--- config.mk ---
export PLATFORM = sky130hd
export DESIGN_NAME = store_order_buffer
export DESIGN_NICKNAME = d
export VERILOG_FILES = /design/src/rtl/sob_pkg.sv /design/src/rtl/sob_queue.sv /design/src/rtl/sob_load_slot.sv /design/src/rtl/sob_mem_port.sv /design/src/rtl/store_order_buffer.sv
export SDC_FILE = /design/constraint.sdc
export NUM_CORES = 1
export LEC_CHECK = 0
export CAP_MARGIN = 20
export CORE_MARGIN = 2
export CORE_UTILIZATION = 38
export CTS_BUF_LIST = sky130_fd_sc_hd__clkbuf_4
export DETAILED_ROUTE_END_ITERATION = 10
export DONT_BUFFER_PORTS = 1
export PLACE_DENSITY_LB_ADDON = 0.05
export REMOVE_ABC_BUFFERS = 1
export SYNTH_ARGS = -nofsm -noshare
export SYNTH_HDL_FRONTEND = slang
export SYNTH_SLANG_ARGS = --single-unit
--- constraint.sdc ---
create_clock -name clk_i -period 2.3 [get_ports clk_i]
set_input_delay 0.23 -clock clk_i [delete_from_list [all_inputs] [get_ports clk_i]]
set_output_delay 0.23 -clock clk_i [all_outputs]
set_load 0.03 [all_outputs]
--- src/rtl/sob_pkg.sv ---
package sob_pkg;
  typedef enum logic [2:0] {
    OP_STORE  = 3'd0,
    OP_LOAD   = 3'd1,
    OP_LFENCE = 3'd2,
    OP_SFENCE = 3'd3,
    OP_MFENCE = 3'd4
  } op_kind_e;

  typedef enum logic [1:0] {
    LS_IDLE = 2'd0,
    LS_WAIT = 2'd1,
    LS_MEM  = 2'd2
  } ld_state_e;
endpackage

--- src/rtl/sob_queue.sv ---
module sob_queue #(
  parameter int DEPTH = 4,
  parameter int AW    = 32,
  parameter int DW    = 32
) (
  input  logic             clk_i,
  input  logic             rst_ni,
  input  logic             push_i,
  input  logic [AW-1:0]    push_addr_i,
  input  logic [DW-1:0]    push_data_i,
  input  logic             pop_i,
  input  logic [AW-1:0]    look_addr_i,
  output logic             full_o,
  output logic             empty_o,
  output logic [AW-1:0]    head_addr_o,
  output logic [DW-1:0]    head_data_o,
  output logic [DEPTH-1:0] valid_o,
  output logic [DEPTH-1:0] match_o,
  output logic [DEPTH-1:0] pop_vec_o
);
  localparam int PW = (DEPTH > 1) ? $clog2(DEPTH) : 1;
  localparam int CW = $clog2(DEPTH + 1);

  logic [AW-1:0]    addr_q [DEPTH];
  logic [DW-1:0]    data_q [DEPTH];
  logic [DEPTH-1:0] valid_q;
  logic [PW-1:0]    wr_ptr_q, rd_ptr_q;
  logic [CW-1:0]    cnt_q;

  function automatic logic [PW-1:0] ptr_inc(input logic [PW-1:0] p);
    return (p == PW'(DEPTH - 1)) ? '0 : p + 1'b1;
  endfunction

  assign full_o      = (cnt_q == CW'(DEPTH));
  assign empty_o     = (cnt_q == '0);
  assign head_addr_o = addr_q[rd_ptr_q];
  assign head_data_o = data_q[rd_ptr_q];
  assign valid_o     = valid_q;

  for (genvar i = 0; i < DEPTH; i++) begin : g_slot
    assign match_o[i]   = valid_q[i] && (addr_q[i] == look_addr_i);
    assign pop_vec_o[i] = pop_i && (rd_ptr_q == PW'(i));

    always_ff @(posedge clk_i or negedge rst_ni) begin
      if (!rst_ni) begin
        addr_q[i] <= '0;
        data_q[i] <= '0;
      end else if (push_i && (wr_ptr_q == PW'(i))) begin
        addr_q[i] <= push_addr_i;
        data_q[i] <= push_data_i;
      end
    end
  end

  always_ff @(posedge clk_i or negedge rst_ni) begin
    if (!rst_ni) begin
      valid_q  <= '0;
      wr_ptr_q <= '0;
      rd_ptr_q <= '0;
      cnt_q    <= '0;
    end else begin
      if (push_i) begin
        valid_q[wr_ptr_q] <= 1'b1;
        wr_ptr_q          <= ptr_inc(wr_ptr_q);
      end
      if (pop_i) begin
        valid_q[rd_ptr_q] <= 1'b0;
        rd_ptr_q          <= ptr_inc(rd_ptr_q);
      end
      cnt_q <= cnt_q + CW'(push_i) - CW'(pop_i);
    end
  end

  a_r3_no_overflow: assert property (@(posedge clk_i) disable iff (!rst_ni)
    push_i |-> !full_o);
  a_r4_no_underflow: assert property (@(posedge clk_i) disable iff (!rst_ni)
    pop_i |-> !empty_o);
  a_r3_count_matches: assert property (@(posedge clk_i) disable iff (!rst_ni)
    $countones(valid_q) == int'(cnt_q));
endmodule

--- src/rtl/sob_load_slot.sv ---
module sob_load_slot
  import sob_pkg::*;
#(
  parameter int DEPTH = 4,
  parameter int AW    = 32,
  parameter int DW    = 32
) (
  input  logic             clk_i,
  input  logic             rst_ni,
  input  logic             accept_i,
  input  logic [AW-1:0]    addr_i,
  input  logic [DEPTH-1:0] q_valid_i,
  input  logic [DEPTH-1:0] q_match_i,
  input  logic [DEPTH-1:0] q_pop_i,
  input  logic             issue_i,
  input  logic             done_i,
  input  logic [DW-1:0]    rdata_i,
  output logic             idle_o,
  output logic             want_o,
  output logic             conflict_o,
  output logic [AW-1:0]    addr_o,
  output logic             rsp_valid_o,
  output logic [DW-1:0]    rsp_data_o
);
  ld_state_e        state_q;
  logic [DEPTH-1:0] older_q;

  // only stores queued before the load may block it
  assign conflict_o = |(older_q & q_match_i);
  assign idle_o     = (state_q == LS_IDLE);
  assign want_o     = (state_q == LS_WAIT) && !conflict_o;

  always_ff @(posedge clk_i or negedge rst_ni) begin
    if (!rst_ni) begin
      state_q     <= LS_IDLE;
      older_q     <= '0;
      addr_o      <= '0;
      rsp_valid_o <= 1'b0;
      rsp_data_o  <= '0;
    end else begin
      rsp_valid_o <= 1'b0;
      older_q     <= older_q & ~q_pop_i;
      case (state_q)
        LS_IDLE: if (accept_i) begin
          state_q <= LS_WAIT;
          addr_o  <= addr_i;
          older_q <= q_valid_i & ~q_pop_i;
        end
        LS_WAIT: if (issue_i) state_q <= LS_MEM;
        LS_MEM: if (done_i) begin
          state_q     <= LS_IDLE;
          rsp_valid_o <= 1'b1;
          rsp_data_o  <= rdata_i;
        end
        default: state_q <= LS_IDLE;
      endcase
    end
  end

  a_r6_issue_only_clear: assert property (@(posedge clk_i) disable iff (!rst_ni)
    issue_i |-> (state_q == LS_WAIT) && !conflict_o);
  a_r7_rsp_after_done: assert property (@(posedge clk_i) disable iff (!rst_ni)
    rsp_valid_o |-> $past(done_i));
  a_r7_single_load: assert property (@(posedge clk_i) disable iff (!rst_ni)
    accept_i |-> idle_o);
endmodule

--- src/rtl/sob_mem_port.sv ---
module sob_mem_port #(
  parameter int AW = 32,
  parameter int DW = 32
) (
  input  logic          clk_i,
  input  logic          rst_ni,
  input  logic          ld_want_i,
  input  logic [AW-1:0] ld_addr_i,
  input  logic          st_avail_i,
  input  logic [AW-1:0] st_addr_i,
  input  logic [DW-1:0] st_data_i,
  input  logic          mem_ack_i,
  output logic          mem_req_o,
  output logic          mem_we_o,
  output logic [AW-1:0] mem_addr_o,
  output logic [DW-1:0] mem_wdata_o,
  output logic          ld_issue_o,
  output logic          ld_done_o,
  output logic          st_done_o
);
  logic st_issue;

  // load wins over store drain
  assign ld_issue_o = !mem_req_o && ld_want_i;
  assign st_issue   = !mem_req_o && !ld_want_i && st_avail_i;
  assign ld_done_o  = mem_req_o && mem_ack_i && !mem_we_o;
  assign st_done_o  = mem_req_o && mem_ack_i && mem_we_o;

  always_ff @(posedge clk_i or negedge rst_ni) begin
    if (!rst_ni) begin
      mem_req_o   <= 1'b0;
      mem_we_o    <= 1'b0;
      mem_addr_o  <= '0;
      mem_wdata_o <= '0;
    end else if (mem_req_o) begin
      if (mem_ack_i) mem_req_o <= 1'b0;
    end else if (ld_issue_o) begin
      mem_req_o  <= 1'b1;
      mem_we_o   <= 1'b0;
      mem_addr_o <= ld_addr_i;
    end else if (st_issue) begin
      mem_req_o   <= 1'b1;
      mem_we_o    <= 1'b1;
      mem_addr_o  <= st_addr_i;
      mem_wdata_o <= st_data_i;
    end
  end

  a_r11_hold_req: assert property (@(posedge clk_i) disable iff (!rst_ni)
    mem_req_o && !mem_ack_i |=> mem_req_o && $stable(mem_addr_o)
                               && $stable(mem_we_o) && $stable(mem_wdata_o));
  a_r11_gap_after_ack: assert property (@(posedge clk_i) disable iff (!rst_ni)
    mem_req_o && mem_ack_i |=> !mem_req_o);
  a_r5_load_first: assert property (@(posedge clk_i) disable iff (!rst_ni)
    ld_want_i && !mem_req_o |=> mem_req_o && !mem_we_o);
endmodule

--- src/rtl/store_order_buffer.sv ---
module store_order_buffer
  import sob_pkg::*;
#(
  parameter int DEPTH = 4,
  parameter int AW    = 32,
  parameter int DW    = 32
) (
  input  logic          clk_i,
  input  logic          rst_ni,
  input  logic          op_valid_i,
  input  logic [2:0]    op_kind_i,
  input  logic [AW-1:0] op_addr_i,
  input  logic [DW-1:0] op_wdata_i,
  output logic          op_ready_o,
  output logic          rsp_valid_o,
  output logic [DW-1:0] rsp_data_o,
  output logic          mem_req_o,
  output logic          mem_we_o,
  output logic [AW-1:0] mem_addr_o,
  output logic [DW-1:0] mem_wdata_o,
  input  logic          mem_ack_i,
  input  logic [DW-1:0] mem_rdata_i
);
  logic             q_full, q_empty, q_pop;
  logic [AW-1:0]    q_head_addr, ld_addr;
  logic [DW-1:0]    q_head_data;
  logic [DEPTH-1:0] q_valid, q_match, q_pop_vec;
  logic             ld_idle, ld_want, ld_conflict, ld_issue, ld_done;
  logic             st_push, ld_accept, take;

  always_comb begin
    case (op_kind_i)
      OP_STORE:  op_ready_o = !q_full;
      OP_LOAD:   op_ready_o = ld_idle;
      OP_LFENCE: op_ready_o = ld_idle;
      OP_SFENCE: op_ready_o = q_empty;
      OP_MFENCE: op_ready_o = ld_idle && q_empty;
      default:   op_ready_o = 1'b1;
    endcase
  end

  assign take      = op_valid_i && op_ready_o;
  assign st_push   = take && (op_kind_i == OP_STORE);
  assign ld_accept = take && (op_kind_i == OP_LOAD);

  sob_queue #(.DEPTH(DEPTH), .AW(AW), .DW(DW)) u_queue (
    .clk_i, .rst_ni,
    .push_i(st_push), .push_addr_i(op_addr_i), .push_data_i(op_wdata_i),
    .pop_i(q_pop), .look_addr_i(ld_addr),
    .full_o(q_full), .empty_o(q_empty),
    .head_addr_o(q_head_addr), .head_data_o(q_head_data),
    .valid_o(q_valid), .match_o(q_match), .pop_vec_o(q_pop_vec)
  );

  sob_load_slot #(.DEPTH(DEPTH), .AW(AW), .DW(DW)) u_load (
    .clk_i, .rst_ni,
    .accept_i(ld_accept), .addr_i(op_addr_i),
    .q_valid_i(q_valid), .q_match_i(q_match), .q_pop_i(q_pop_vec),
    .issue_i(ld_issue), .done_i(ld_done), .rdata_i(mem_rdata_i),
    .idle_o(ld_idle), .want_o(ld_want), .conflict_o(ld_conflict),
    .addr_o(ld_addr), .rsp_valid_o, .rsp_data_o
  );

  sob_mem_port #(.AW(AW), .DW(DW)) u_port (
    .clk_i, .rst_ni,
    .ld_want_i(ld_want), .ld_addr_i(ld_addr),
    .st_avail_i(!q_empty), .st_addr_i(q_head_addr), .st_data_i(q_head_data),
    .mem_ack_i, .mem_req_o, .mem_we_o, .mem_addr_o, .mem_wdata_o,
    .ld_issue_o(ld_issue), .ld_done_o(ld_done), .st_done_o(q_pop)
  );

  a_r6_no_older_match: assert property (@(posedge clk_i) disable iff (!rst_ni)
    mem_req_o && !mem_we_o |-> !ld_conflict);
  a_r8_lfence_no_load: assert property (@(posedge clk_i) disable iff (!rst_ni)
    take && (op_kind_i == OP_LFENCE) |-> !(mem_req_o && !mem_we_o));
  a_r9_sfence_drained: assert property (@(posedge clk_i) disable iff (!rst_ni)
    take && (op_kind_i == OP_SFENCE) |-> !(mem_req_o && mem_we_o));
  a_r10_mfence_quiet: assert property (@(posedge clk_i) disable iff (!rst_ni)
    take && (op_kind_i == OP_MFENCE) |-> !mem_req_o);
endmodule

Word-level counts from Yosys, hierarchy flattened:

Index checks and enable logic that the tools add are counted.

* $add $sub $neg: 4
* magnitude comparators: 5
* equality and inequality tests: 20
* mux-type cells: 31
* bitwise logic cells: 10
* reductions and logical operators: 44

Operator list (number)
* 32-bit 2-to-1 mux: 6
* 32-bit binary-select mux with 2-bit select: 2
* 32-bit == test: 4
* 1-bit logical AND: 25
* 4-bit bitwise AND: 4
* 4-bit 2-to-1 mux: 4
* 2-bit == test, second input constant: 5
* 1-bit 2-to-1 mux: 10
* 2-bit 2-to-1 mux: 5
* 4-bit NOT: 2
* 2-bit by 1-bit == test with 1-bit output, second input constant: 3
* 3-bit by 2-bit == test with 1-bit output, second input constant: 2
* 3-bit == test, second input constant: 2
* 1-bit zero test: 6
* 2-bit zero test: 3
* 3-bit zero test: 2
* 2-bit by 3-bit less-than comparator with 1-bit output, second input constant: 2
* 2-bit one-hot mux with 3 select lines: 1
* 2-bit AND reduction: 3
* 3-bit AND reduction: 2
* 2-bit by 1-bit adder with 2-bit output, second input constant: 2
* 1-bit demux with 2-bit select: 2
* 2-bit by 1-bit >= comparator with 1-bit output, second input constant: 2
* 2-bit != test, second input constant: 2
* 12 further kinds: 13

* bits in registers: 404
* input bits: 103
* output and inout bits: 100
* logic and storage cells: 135

Longest topological paths before layout:

Gate-level depths: netlist of the first run.

* depth in word-level cells: 12
* depth in mapped cells: 10
* depth with buffers taken out: 9

Cells and area by module:

A second synthesis of the first run with hierarchy kept.

* cell total of the unflattened synthesis: 1288
* area, all modules: 19087.1 µm²

By module, submodules not included
* sob_queue: times used 1, cells each 856, area each 12936.2 µm², sequential area each 6681.4 µm²
* sob_mem_port: times used 1, cells each 252, area each 3165.5 µm², sequential area each 1651.6 µm²
* sob_load_slot: times used 1, cells each 167, area each 2906.5 µm², sequential area each 1776.7 µm²
* store_order_buffer: times used 1, cells each 13, area each 78.8 µm², sequential area each 0.0 µm²

Least setup slack after synthesis of the first run:

No wires, ideal clock.

* path type: register -> register
* from: register u_load.addr_o[21]
* to: register u_port.mem_wdata_o[10]
* setup time: 128 ps
* data arrival time: 2238 ps
* data required time: 2172 ps
* path slack: -66 ps
* stages on the path, launching flop included: 10
* buffers on the path: 2
* clock period less this slack: 2366 ps
* path through: dfrtp_1 buf_2 xor2_1 nor4_1 nand4_1 nor4_2 a311oi_2 a21boi_4 buf_4 mux2_1

* cells in the longest elaborated chain, start to end: 10
* elaborated cells on any way between the ends: 18
* classes of those cells: 4 x eq/ne; 2 x bitwise; 12 x reduce/logical

Ends and longest elaborated chain
* start: declaration: line sob_load_slot.sv:21 `output logic [AW-1:0] addr_o,`
* start signal: assignment: line sob_load_slot.sv:46 `addr_o <= addr_i;`
* 32-bit == test: line sob_queue.sv:41 `assign match_o[i] = valid_q[i] && (addr_q[i] == look_addr_i);`
* 1-bit logical AND: line sob_queue.sv:41
* 4-bit bitwise AND *: line sob_load_slot.sv:29 `assign conflict_o = |(older_q & q_match_i);`
* 4-bit OR reduction *: line sob_load_slot.sv:29
* 1-bit zero test *: line sob_load_slot.sv:31 `assign want_o = (state_q == LS_WAIT) && !conflict_o;`
* 1-bit logical AND *: line sob_load_slot.sv:31
* 1-bit zero test: line sob_mem_port.sv:25 `assign st_issue = !mem_req_o && !ld_want_i && st_avail_i;`
* 1-bit logical AND (2 in series): line sob_mem_port.sv:25
* 3-bit AND reduction (no source line) *
* end signal: assignment: line sob_mem_port.sv:45 `mem_wdata_o <= st_data_i;`
* end: declaration: line sob_mem_port.sv:16 `output logic [DW-1:0] mem_wdata_o,`

Every way passes the cells marked *; elsewhere a longest branch is shown, timed or not.
A chain may end at the register's enable or synchronous reset.

Worst setup path in the final report of the first run:

* from: register u_load.addr_o[30]
* to: register u_port.mem_wdata_o[19]

Same word-level chain as after synthesis.

==> results of run 1 <==
## area by class of cell
cell class,instances,area [um2],share of cell area
clock inverter,33,169,0.00700
timing repair buffer,337,3230,0.134
tap,622,778,0.0323
multi-input combinational,770,8490,0.352
antenna,6,15.0,0.000623
clock buffer,166,1250,0.0517
sequential,404,10100,0.420
inverter,16,60.1,0.00249
## flip-flops by register name, summed over array words and instances (netlist names), 2 cells and up
signal              cells
u_queue.addr_q        128
u_queue.data_q        128
u_load.addr_o          32
u_load.rsp_data_o      32
u_port.mem_addr_o      32
u_port.mem_wdata_o     32
u_load.older_q          4
u_queue.valid_o         4
u_queue.cnt_q           3
u_load.state_q          2
u_queue.rd_ptr_q        2
u_queue.wr_ptr_q        2
## cell families after synthesis
| logic type | Yosys count |
|---|---|
| adder cells (fa/ha/maj) | 11 |
| AO/OA/AOI/OAI | 94 |
| AND/OR/NAND/NOR | 117 |
| multiplexers | 416 |
| buffers and inverters | 117 |
| XOR/XNOR | 129 |
| flip-flops | 404 |
## layer usage
| layer | part of all wire | wire length (um) |
|---|---|---|
| met1 | 0.44 | 24800 |
| met2 | 0.49 | 27500 |
| met3 | 0.050 | 2810 |
| met4 | 0.018 | 1030 |
| met5 | 0.00050 | 28 |
## layout by cell type (no fill, tap or decap), types with 9 or more instances in the layout
| cell | synthesis | routed |
|---|---|---|
| dfrtp_1 | 404 | 389 |
| mux2_2 | 323 | 320 |
| buf_4 | 3 | 180 |
| clkbuf_4 | 0 | 166 |
| dlygate4sd3_1 | 0 | 118 |
| xor2_1 | 107 | 94 |
| mux4_2 | 64 | 64 |
| a21oi_1 | 43 | 43 |
| nand2_1 | 47 | 42 |
| a221o_1 | 32 | 32 |
| mux2_4 | 0 | 30 |
| clkinv_1 | 0 | 26 |
| buf_12 | 0 | 22 |
| xnor2_1 | 22 | 21 |
| nor2_1 | 18 | 16 |
| inv_1 | 16 | 16 |
| nor4_2 | 3 | 13 |
| dfrtp_2 | 0 | 13 |
| buf_6 | 0 | 12 |
| xor2_2 | 0 | 11 |
| nand4_1 | 10 | 10 |
| ha_1 | 10 | 10 |
| nor4_1 | 25 | 9 |
## stage by stage
stage          area, um2  cells  TNS (ps)  setup WS [ps]
3_3_place_gp       20700   2007    -37820           -597
3_5_place_dp       20700   2007    -37990           -620
6_report           24100   2354    -26990           -451
2_1_floorplan      18100   1187   -359980          -1520
5_1_grt            24100   2354    -31840           -520
4_1_cts            23800   2342    -26560           -488
## worst max-delay path: cells and delay by family (launching register included)
kind / cells / cell delay [ps]
AOI/OAI and AO/OA: 2 / 350
xor gates and xnor gates: 1 / 160
buffers and inverters: 4 / 660
DFF: 1 / 400
muxes: 1 / 330
and+or+nand+nor: 3 / 690
## worst max-delay path by stage
stage                        startpoint                endpoint  slack (ps)
floorplan           u_queue.rd_ptr_q[0]    u_port.mem_addr_o[0]       -1520
global placement      u_load.addr_o[16]   u_port.mem_addr_o[20]        -600
detailed placement    u_load.addr_o[14]  u_port.mem_wdata_o[31]        -620
CTS                   u_load.addr_o[22]   u_port.mem_wdata_o[7]        -490
global route          u_load.addr_o[22]  u_port.mem_wdata_o[27]        -520
finish                u_load.addr_o[30]  u_port.mem_wdata_o[19]        -450
## power by group through the flow
| stage | clock network [mW] | logic, mW | registers [mW] |
|---|---|---|---|
| 6_report | 6.52 | 14.4 | 13.4 |
| 4_1_cts | 6.83 | 13.7 | 13.3 |
| 3_3_place_gp | 0 | 12.2 | 13.4 |
| 2_1_floorplan | 0 | 6.74 | 13.1 |
| 5_1_grt | 7.19 | 15.4 | 13.7 |
| 3_5_place_dp | 0 | 12.3 | 13.4 |
## timing repair
item / in CTS / in global routing
pin swaps: 14 / 14
endpoints found under the hold margin: 742 / 404
gates cloned: 5 / 4
endpoints found under the setup margin: 69 / 123
resized for setup: 69 / 47
setup buffers: 12 / 6
==> out/results.txt, run 1 <==
CTS buffer count = 114
GR peak layer = met2
Slowest-stage cell, CP = dfrtp_1
later-pin clock latency in the skew report = 870 ps
Switching Fraction = 0.374
cts hold-fix bufs = 119
Cells after Synth = 1288
simple-gate share of the synthesized area = 0.0312
final worst slack = -451 ps
Final Setup Violations = 69
violated checks = negative hold slack, negative setup slack
routed wire length = 56200 um
Remaining DRCs = 0
FILL cells = 4360
worst r2r dst = u_port.mem_wdata_o[19]
Final Critical Period = 2750 ps
Reg2Reg Depth = 11
Worst-path clk slew = 70 ps
Root Driver = clkbuf_4
Fin Hold WS = -921 ps
DR iter-0 viols = 615
io pins = 203
critical path endpoint category = register
Worst EP required = 3020 ps
Fmax = 363 MHz
CTS max path bufs = 3
worst slew pin tran = 1300 ps
M3 GR Usage = 0.0589
RSZ-0062 raised after global routing = yes
final hold violations = 404
placed wire-length estimate = 33000 um
Core Area = 48600 um2
drt via density = 5.17
Logic pwr share = 0.420
worst r2r src = u_load.addr_o[30]
outcome = complete, but fails checks
largest family of logic cells by synthesized area = multiplexers
Post-synth EDFFs = 0
Net Switching = 12.8 mW
cell breakdown of the critical path = buf_4, xor2_1, buf_4, nor4_4, nand4_1, nor4_4, a311oi_4, a21boi_4, buf_12, buf_12, mux2_1
chip height = 225 um
Ys Warns = 0
gr usage total = 0.223
Hold Path Class = input pin to asynchronous set/reset pin
Layout Nets = 1757
flop2flop setup slack = -450 ps
static leakage = 11.4 nW
max-slew violations = 0
area leader, netlist = dfrtp_1
number of antenna violations at the first check in global routing = 7
Vias = 12.2k
clock share of power = 0.190
IO Port Bufs = 0
layout cells sized above 1 = 0.506
Routed Antenna Nets = 0
count leader, synth = dfrtp_1
pwr/cell area = 1420 nW/um2
CP Launch Type = register
post-synthesis compound-gate area fraction = 0.0371
xor/xnor share of the synthesized area = 0.0608
Starting Density = 0.382
peak supply drop = 529 uV
area grow syn2layout = 29.8%
asr flop ratio synth = 1.00
DIE AREA = 50700 um2
Int Pwr = 21.5 mW
Util after Layout = 0.496
DR pass1 iterations = 5
Clock Skew = 41.8 ps
Synth Flop Type = dfrtp_1
mux cell area share after synthesis = 0.291
global placement routability congestion = 0.758
CTS tree = done
final period utilization = 1.20
part of the power in registers = 0.389
Largest stage delay, worst path = 400 ps
flops & latches, synth = 404
Chip Width = 225 um
WL/cell = 23.9 um
Yosys cell types = 36
Global Route met1 Usage = 0.291
Synth Area in Adders = 0.00781
Synth area leaders = dfrtp_1, mux2_2, mux4_2
crit path max fanout = 8
vias in the first global route = 13.3k
Syn Area/Cell = 14.4 um2
GRT overflow = 0
sequential share of the synthesized area = 0.544
first-pass GRT wire length = 84100 um
CP Class = register to register
synthesized area = 18600 um2
H-tree levels = 3
Synth top cells by count = dfrtp_1, mux2_2, xor2_1, mux4_2, buf_2
Cell Rows = 81
largest net degree at the start of global routing = 405
top cell type's share of synthesized area = 0.544
CTS Sinks = 404
Design Power = 34.3 mW
crit path DAT = 3470 ps
max cap viols = 0
Rel. slew slack = 0.134
GR Util met2 = 0.370
No activity file was read; power rests on OpenSTA's default activity.
==> run 2: changes to the inputs <==
Settings changed: CORE_MARGIN 2 to 3.
==> out/results.txt, run 2 (synthesis gave the netlist of run 1 again) <==
largest net degree at the start of global routing = 405 (unchanged)
Worst-path clk slew = 60 ps (about the same)
max cap viols = 0 (unchanged)
later-pin clock latency in the skew report = 860 ps (about the same)
routed wire length = 59900 um (+6.6%)
area grow syn2layout = 34.3%
crit path DAT = 3540 ps (+70 ps)
CTS Sinks = 404 (unchanged)
Rel. slew slack = 0.00238 (-0.132)
number of antenna violations at the first check in global routing = 4 (-3)
drt via density = 5.21 (+0.78%)
CTS max path bufs = 3 (unchanged)
Final Setup Violations = 69 (unchanged)
global placement routability congestion = 0.795 (+4.9%)
RSZ-0062 raised after global routing = yes
Worst EP required = 3070 ps (+50 ps)
most frequent cells in the layout = dfrtp_1, mux2_2, buf_4
layout cells sized above 1 = 0.516 (+0.00997)
commonest non-fill, non-tap cell in the layout = dfrtp_1
DR pass1 iterations = 5 (unchanged)
Fin Hold WS = -907 ps (+14.0 ps)
gr usage total = 0.221 (-0.00211)
io pins = 203 (unchanged)
Remaining DRCs = 0 (unchanged)
peak supply drop = 576 uV (+8.7%)
final worst slack = -471 ps (-19.1 ps)
final hold violations = 404 (unchanged)
fin area = 25000 um2 (+3.5%)
vias in the first global route = 13.4k (+0.66%)
worst slew pin tran = 1500 ps (+197 ps)
pwr/cell area = 1410 nW/um2 (-0.54%)
Placed Area = 20700 um2 (+0.28%)
Chip Width = 227 um (+0.89%)
CTS buffer count = 115 (+0.88%)
setup slack at placement = -781 ps (-162 ps)
Vias = 12.5k (+2.5%)
final period utilization = 1.20 (+0.00830)
critical path endpoint category = register
WL/cell = 25.0 um (+4.8%)
violated checks = negative hold slack, negative setup slack
chip height = 227 um (+0.89%)
Cell Rows = 80 (-1.2%)
Starting Density = 0.387 (+0.00477)
GRT overflow = 0 (unchanged)
placed wire-length estimate = 33700 um (+2.1%)
Fmax = 361 MHz (-0.69%)
Clock Skew = 44.3 ps (+2.49 ps)
static leakage = 11.8 nW (+3.7%)
crit path max fanout = 5 (-3)
H-tree levels = 3 (unchanged)
Hold Path Class = input pin to asynchronous set/reset pin
outcome = complete, but fails checks
Final Critical Period = 2770 ps (+19.1 ps)
DIE AREA = 51600 um2 (+1.8%)
Root Driver = clkbuf_4
CTS tree = done
Routed Antenna Nets = 0 (unchanged)
IO Port Bufs = 0 (unchanged)
first-pass GRT wire length = 84800 um (+0.85%)
Core Area = 48000 um2 (-1.2%)
CP Launch Type = register
DR iter-0 viols = 598 (-2.8%)
Largest regs = u_queue.addr_q: 128 flops, u_queue.data_q: 128 flops
Layout Nets = 1797 (+2.3%)
FILL cells = 4213 (-3.4%)
max-slew violations = 0 (unchanged)
Util after Layout = 0.519 (+0.0236)
CP Class = register to register
## run 2: power breakdown
part	total, mW	internal (mW)	switching [mW]
Clock	6.80	3.63	3.17
Combinational	15.1	8.64	6.49
Sequential	13.4	9.94	3.42
Total	35.3	22.2	13.1
## run 2: routing by layer
metal	global-route usage	routed length [um]	share of wire	up-vias
met3	0.0692	3570	0.060	90
met5	0	0	0	-
met4	0.0623	1330	0.022	0
li1	-	-	-	5552
met1	0.285	26100	0.44	6502
met2	0.362	28800	0.48	333
## run 2: worst max-delay path, stage by stage, from the launching register on
cell and delay, ps:
dfrtp_2 460, xor2_1 190, nor4_2 380, nand4_1 230
nor4_2 270, buf_4 170, a311oi_4 40, buf_4 170
buf_6 110, a31oi_4 180, buf_8 190, clkbuf_16 170
a221o_1 130
## run 2: path summary, 6_finish.rpt
path	from	to	slack, ps	cells past startpoint
worst max-delay path	u_load.addr_o[19]	u_port.mem_addr_o[0]	-470	12
worst min-delay path	rst_ni	u_load.rsp_data_o[0]	-910	0
worst max register to register	u_load.addr_o[19]	u_port.mem_addr_o[0]	-470	12
worst min register to register	u_queue.data_q[53]	u_queue.data_q[53]	500	1
max in group asynchronous	rst_ni	u_load.addr_o[16]	1890	0
min in group clk_i	mem_rdata_i[9]	u_load.rsp_data_o[9]	90	2
## run 2: stage by stage
stage	TNS, ps	power (mW)	cells	hold slack, ps
final	-27810	35.3	2394	-907
after CTS	-27460	35.2	2362	-1020
after detailed placement	-49800	25.9	2005	-56.3
after floorplan	-359980	19.9	1187	-65.6
after global placement	-49180	25.7	2005	-56.4
after global routing	-46050	37.4	2392	-1030
## run 2: timing repair
action,CTS,global route
hold buffers,116,3
cloned,9,23
buffers inserted,26,6
setup endpoints to repair,69,236
endpoints found under the hold margin,742,407
pin swaps,32,23
gates resized for setup,93,54
## run 2: area by class of cell
type / instances / area [um2] / share of cell area
Antenna cell: 5 / 12.5 / 0.000501
Clock buffer: 166 / 1250 / 0.0499
Clock inverter: 42 / 241 / 0.00968
Inverter: 16 / 60.1 / 0.00241
Multi-Input combinational cell: 772 / 8550 / 0.343
Sequential cell: 404 / 10100 / 0.406
Tap cell: 615 / 769 / 0.0308
Timing Repair Buffer: 374 / 3940 / 0.158
==> run 3: changes to the inputs <==
Settings changed: CORE_MARGIN 3 to 4.
==> out/results.txt, run 3 (synthesis gave the netlist of run 1 again) <==
outcome = complete, but fails checks
violated checks = negative hold slack, negative setup slack
final period utilization = 1.19 (-0.0164)
Starting Density = 0.387 (unchanged)
max-slew violations = 0 (unchanged)
final worst slack = -433 ps (+37.8 ps)
global placement routability congestion = 0.758 (-4.8%)
routed wire length = 55700 um (-6.9%)
Final Setup Violations = 69 (unchanged)
CTS max path bufs = 3 (unchanged)
largest net degree at the start of global routing = 405 (unchanged)
critical path endpoint category = register
chip height = 229 um (+0.88%)
CTS tree = done
RSZ-0062 raised after global routing = yes
H-tree levels = 3 (unchanged)
drt via density = 5.21 (about the same)
placed wire-length estimate = 33800 um (+0.22%)
CP Launch Type = register
static leakage = 11.5 nW (-2.7%)
commonest non-fill, non-tap cell in the layout = dfrtp_1
Rel. slew slack = 0.436 (+0.433)
DIE AREA = 52500 um2 (+1.8%)
io pins = 203 (unchanged)
GRT overflow = 0 (unchanged)
Remaining DRCs = 0 (unchanged)
Root Driver = clkbuf_4
Chip Width = 229 um (+0.88%)
WL/cell = 23.7 um (-5.4%)
cts hold-fix bufs = 120 (+3.4%)
Core Area = 48000 um2 (unchanged)
final hold violations = 404 (unchanged)
Cell Rows = 80 (unchanged)
gr usage total = 0.212 (-0.00874)
Fin Hold WS = -927 ps (-20.0 ps)
Routed Antenna Nets = 0 (unchanged)
later-pin clock latency in the skew report = 850 ps (about the same)
Hold Path Class = input pin to asynchronous set/reset pin
most frequent cells in the layout = dfrtp_1, mux2_2, buf_4
Vias = 12.3k (-1.6%)
vias in the first global route = 13.4k (-0.17%)
DR iter-0 viols = 422 (-29%)
first-pass GRT wire length = 85000 um (+0.27%)
crit path DAT = 3440 ps (-100 ps)
pwr/cell area = 1400 nW/um2 (-0.90%)
CP Class = register to register
Layout Nets = 1768 (-1.6%)
Largest regs = u_queue.addr_q: 128 flops, u_queue.data_q: 128 flops
area grow syn2layout = 29.5%
Clock Skew = 37.6 ps (-6.73 ps)
IO Port Bufs = 0 (unchanged)
flop2flop setup slack = -430 ps (+40 ps)
CTS buffer count = 115 (unchanged)
DR pass1 iterations = 5 (unchanged)
Util after Layout = 0.501 (-0.0185)
Fmax = 366 MHz (+1.4%)
Worst EP required = 3010 ps (-60 ps)
setup slack at placement = -923 ps (-142 ps)
CTS Sinks = 404 (unchanged)
Worst-path clk slew = 70 ps (about the same)
number of antenna violations at the first check in global routing = 6 (+2)
layout cells sized above 1 = 0.497 (-0.0195)
worst slew pin tran = 846 ps (-650 ps)
peak supply drop = 549 uV (-4.6%)
Final Critical Period = 2730 ps (-37.8 ps)
FILL cells = 4327 (+2.7%)
crit path max fanout = 20 (+15)
max cap viols = 0 (unchanged)
[run 3: cell count changes in the layout (fill, tap and decap cells not counted), moves of 6 or more]
| cell | change |
|---|---|
| mux2_4 | -28 |
| clkinv_1 | -20 |
| clkbuf_4 | +15 |
| mux2_1 | +26 |
| clkbuf_16 | -13 |
| nand2_8 | -6 |
| buf_16 | -8 |
[run 3: worst paths after layout]
check | cells after the start | start | end
hold reg to reg | 1 | u_queue.data_q[44] | u_queue.data_q[44]
max in group asynchronous | 0 | rst_ni | u_load.addr_o[16]
min in group clk_i | 2 | mem_rdata_i[10] | u_load.rsp_data_o[10]
setup reg to reg | 9 | u_load.addr_o[29] | u_port.mem_wdata_o[6]
setup / recovery | 9 | u_load.addr_o[29] | u_port.mem_wdata_o[6]
hold / removal | 0 | rst_ni | u_load.rsp_data_o[13]
[run 3: layout make-up]
cell class / instances / area, um2 / share of cell area
inverters: 16 / 60.1 / 0.00250
repair buffers: 347 / 3340 / 0.139
clock buffers: 181 / 1360 / 0.0565
clock inverters: 17 / 93.8 / 0.00390
flip-flops and latches: 404 / 10100 / 0.421
diodes: 6 / 15.0 / 0.000624
multi-input cells: 770 / 8300 / 0.345
well taps: 615 / 769 / 0.0320
[run 3: repair_timing]
item | CTS | global route
endpoints found under the setup margin | 69 | 85
gates cloned | 5 | 3
endpoints found under the hold margin | 742 | 404
setup buffers | 12 | 7
pin swaps | 11 | 9
resized for setup | 43 | 34
[run 3: report_power, final]
part / switching (mW) / internal, mW
Clock: 3.06 / 3.62
Sequential: 3.28 / 9.94
Combinational: 6.01 / 7.82
[run 3: worst max-delay path, cell delays in order (launching register included)]
cell,delay [ps]
dfrtp_1,410
xor2_1,220
nor4_2,340
buf_4,160
nand4_1,210
nor4_4,270
a311oi_4,180
a21boi_4,240
buf_12,210
mux2_1,330
[run 3: routing by layer]
metal  vias to the layer above  track usage  routed length, um
li1                       5500            -                  -
met1                      6375        0.281              24500
met2                       294        0.344              26800
met3                       104       0.0598               3120
met4                         0       0.0593               1320
met5                         -            0                  0
[run 3: through the flow]
step	power, mW	setup TNS (ps)	area [um2]	std cells	hold slack (ps)
global placement	25.6	-58430	20800	2005	-56.1
floorplan	19.9	-359980	18100	1187	-65.6
finish	33.7	-25010	24100	2356	-927
CTS	33.8	-26850	23800	2340	-1010
global route	35.9	-30180	24100	2354	-1020
detailed placement	25.8	-57710	20800	2005	-56.1
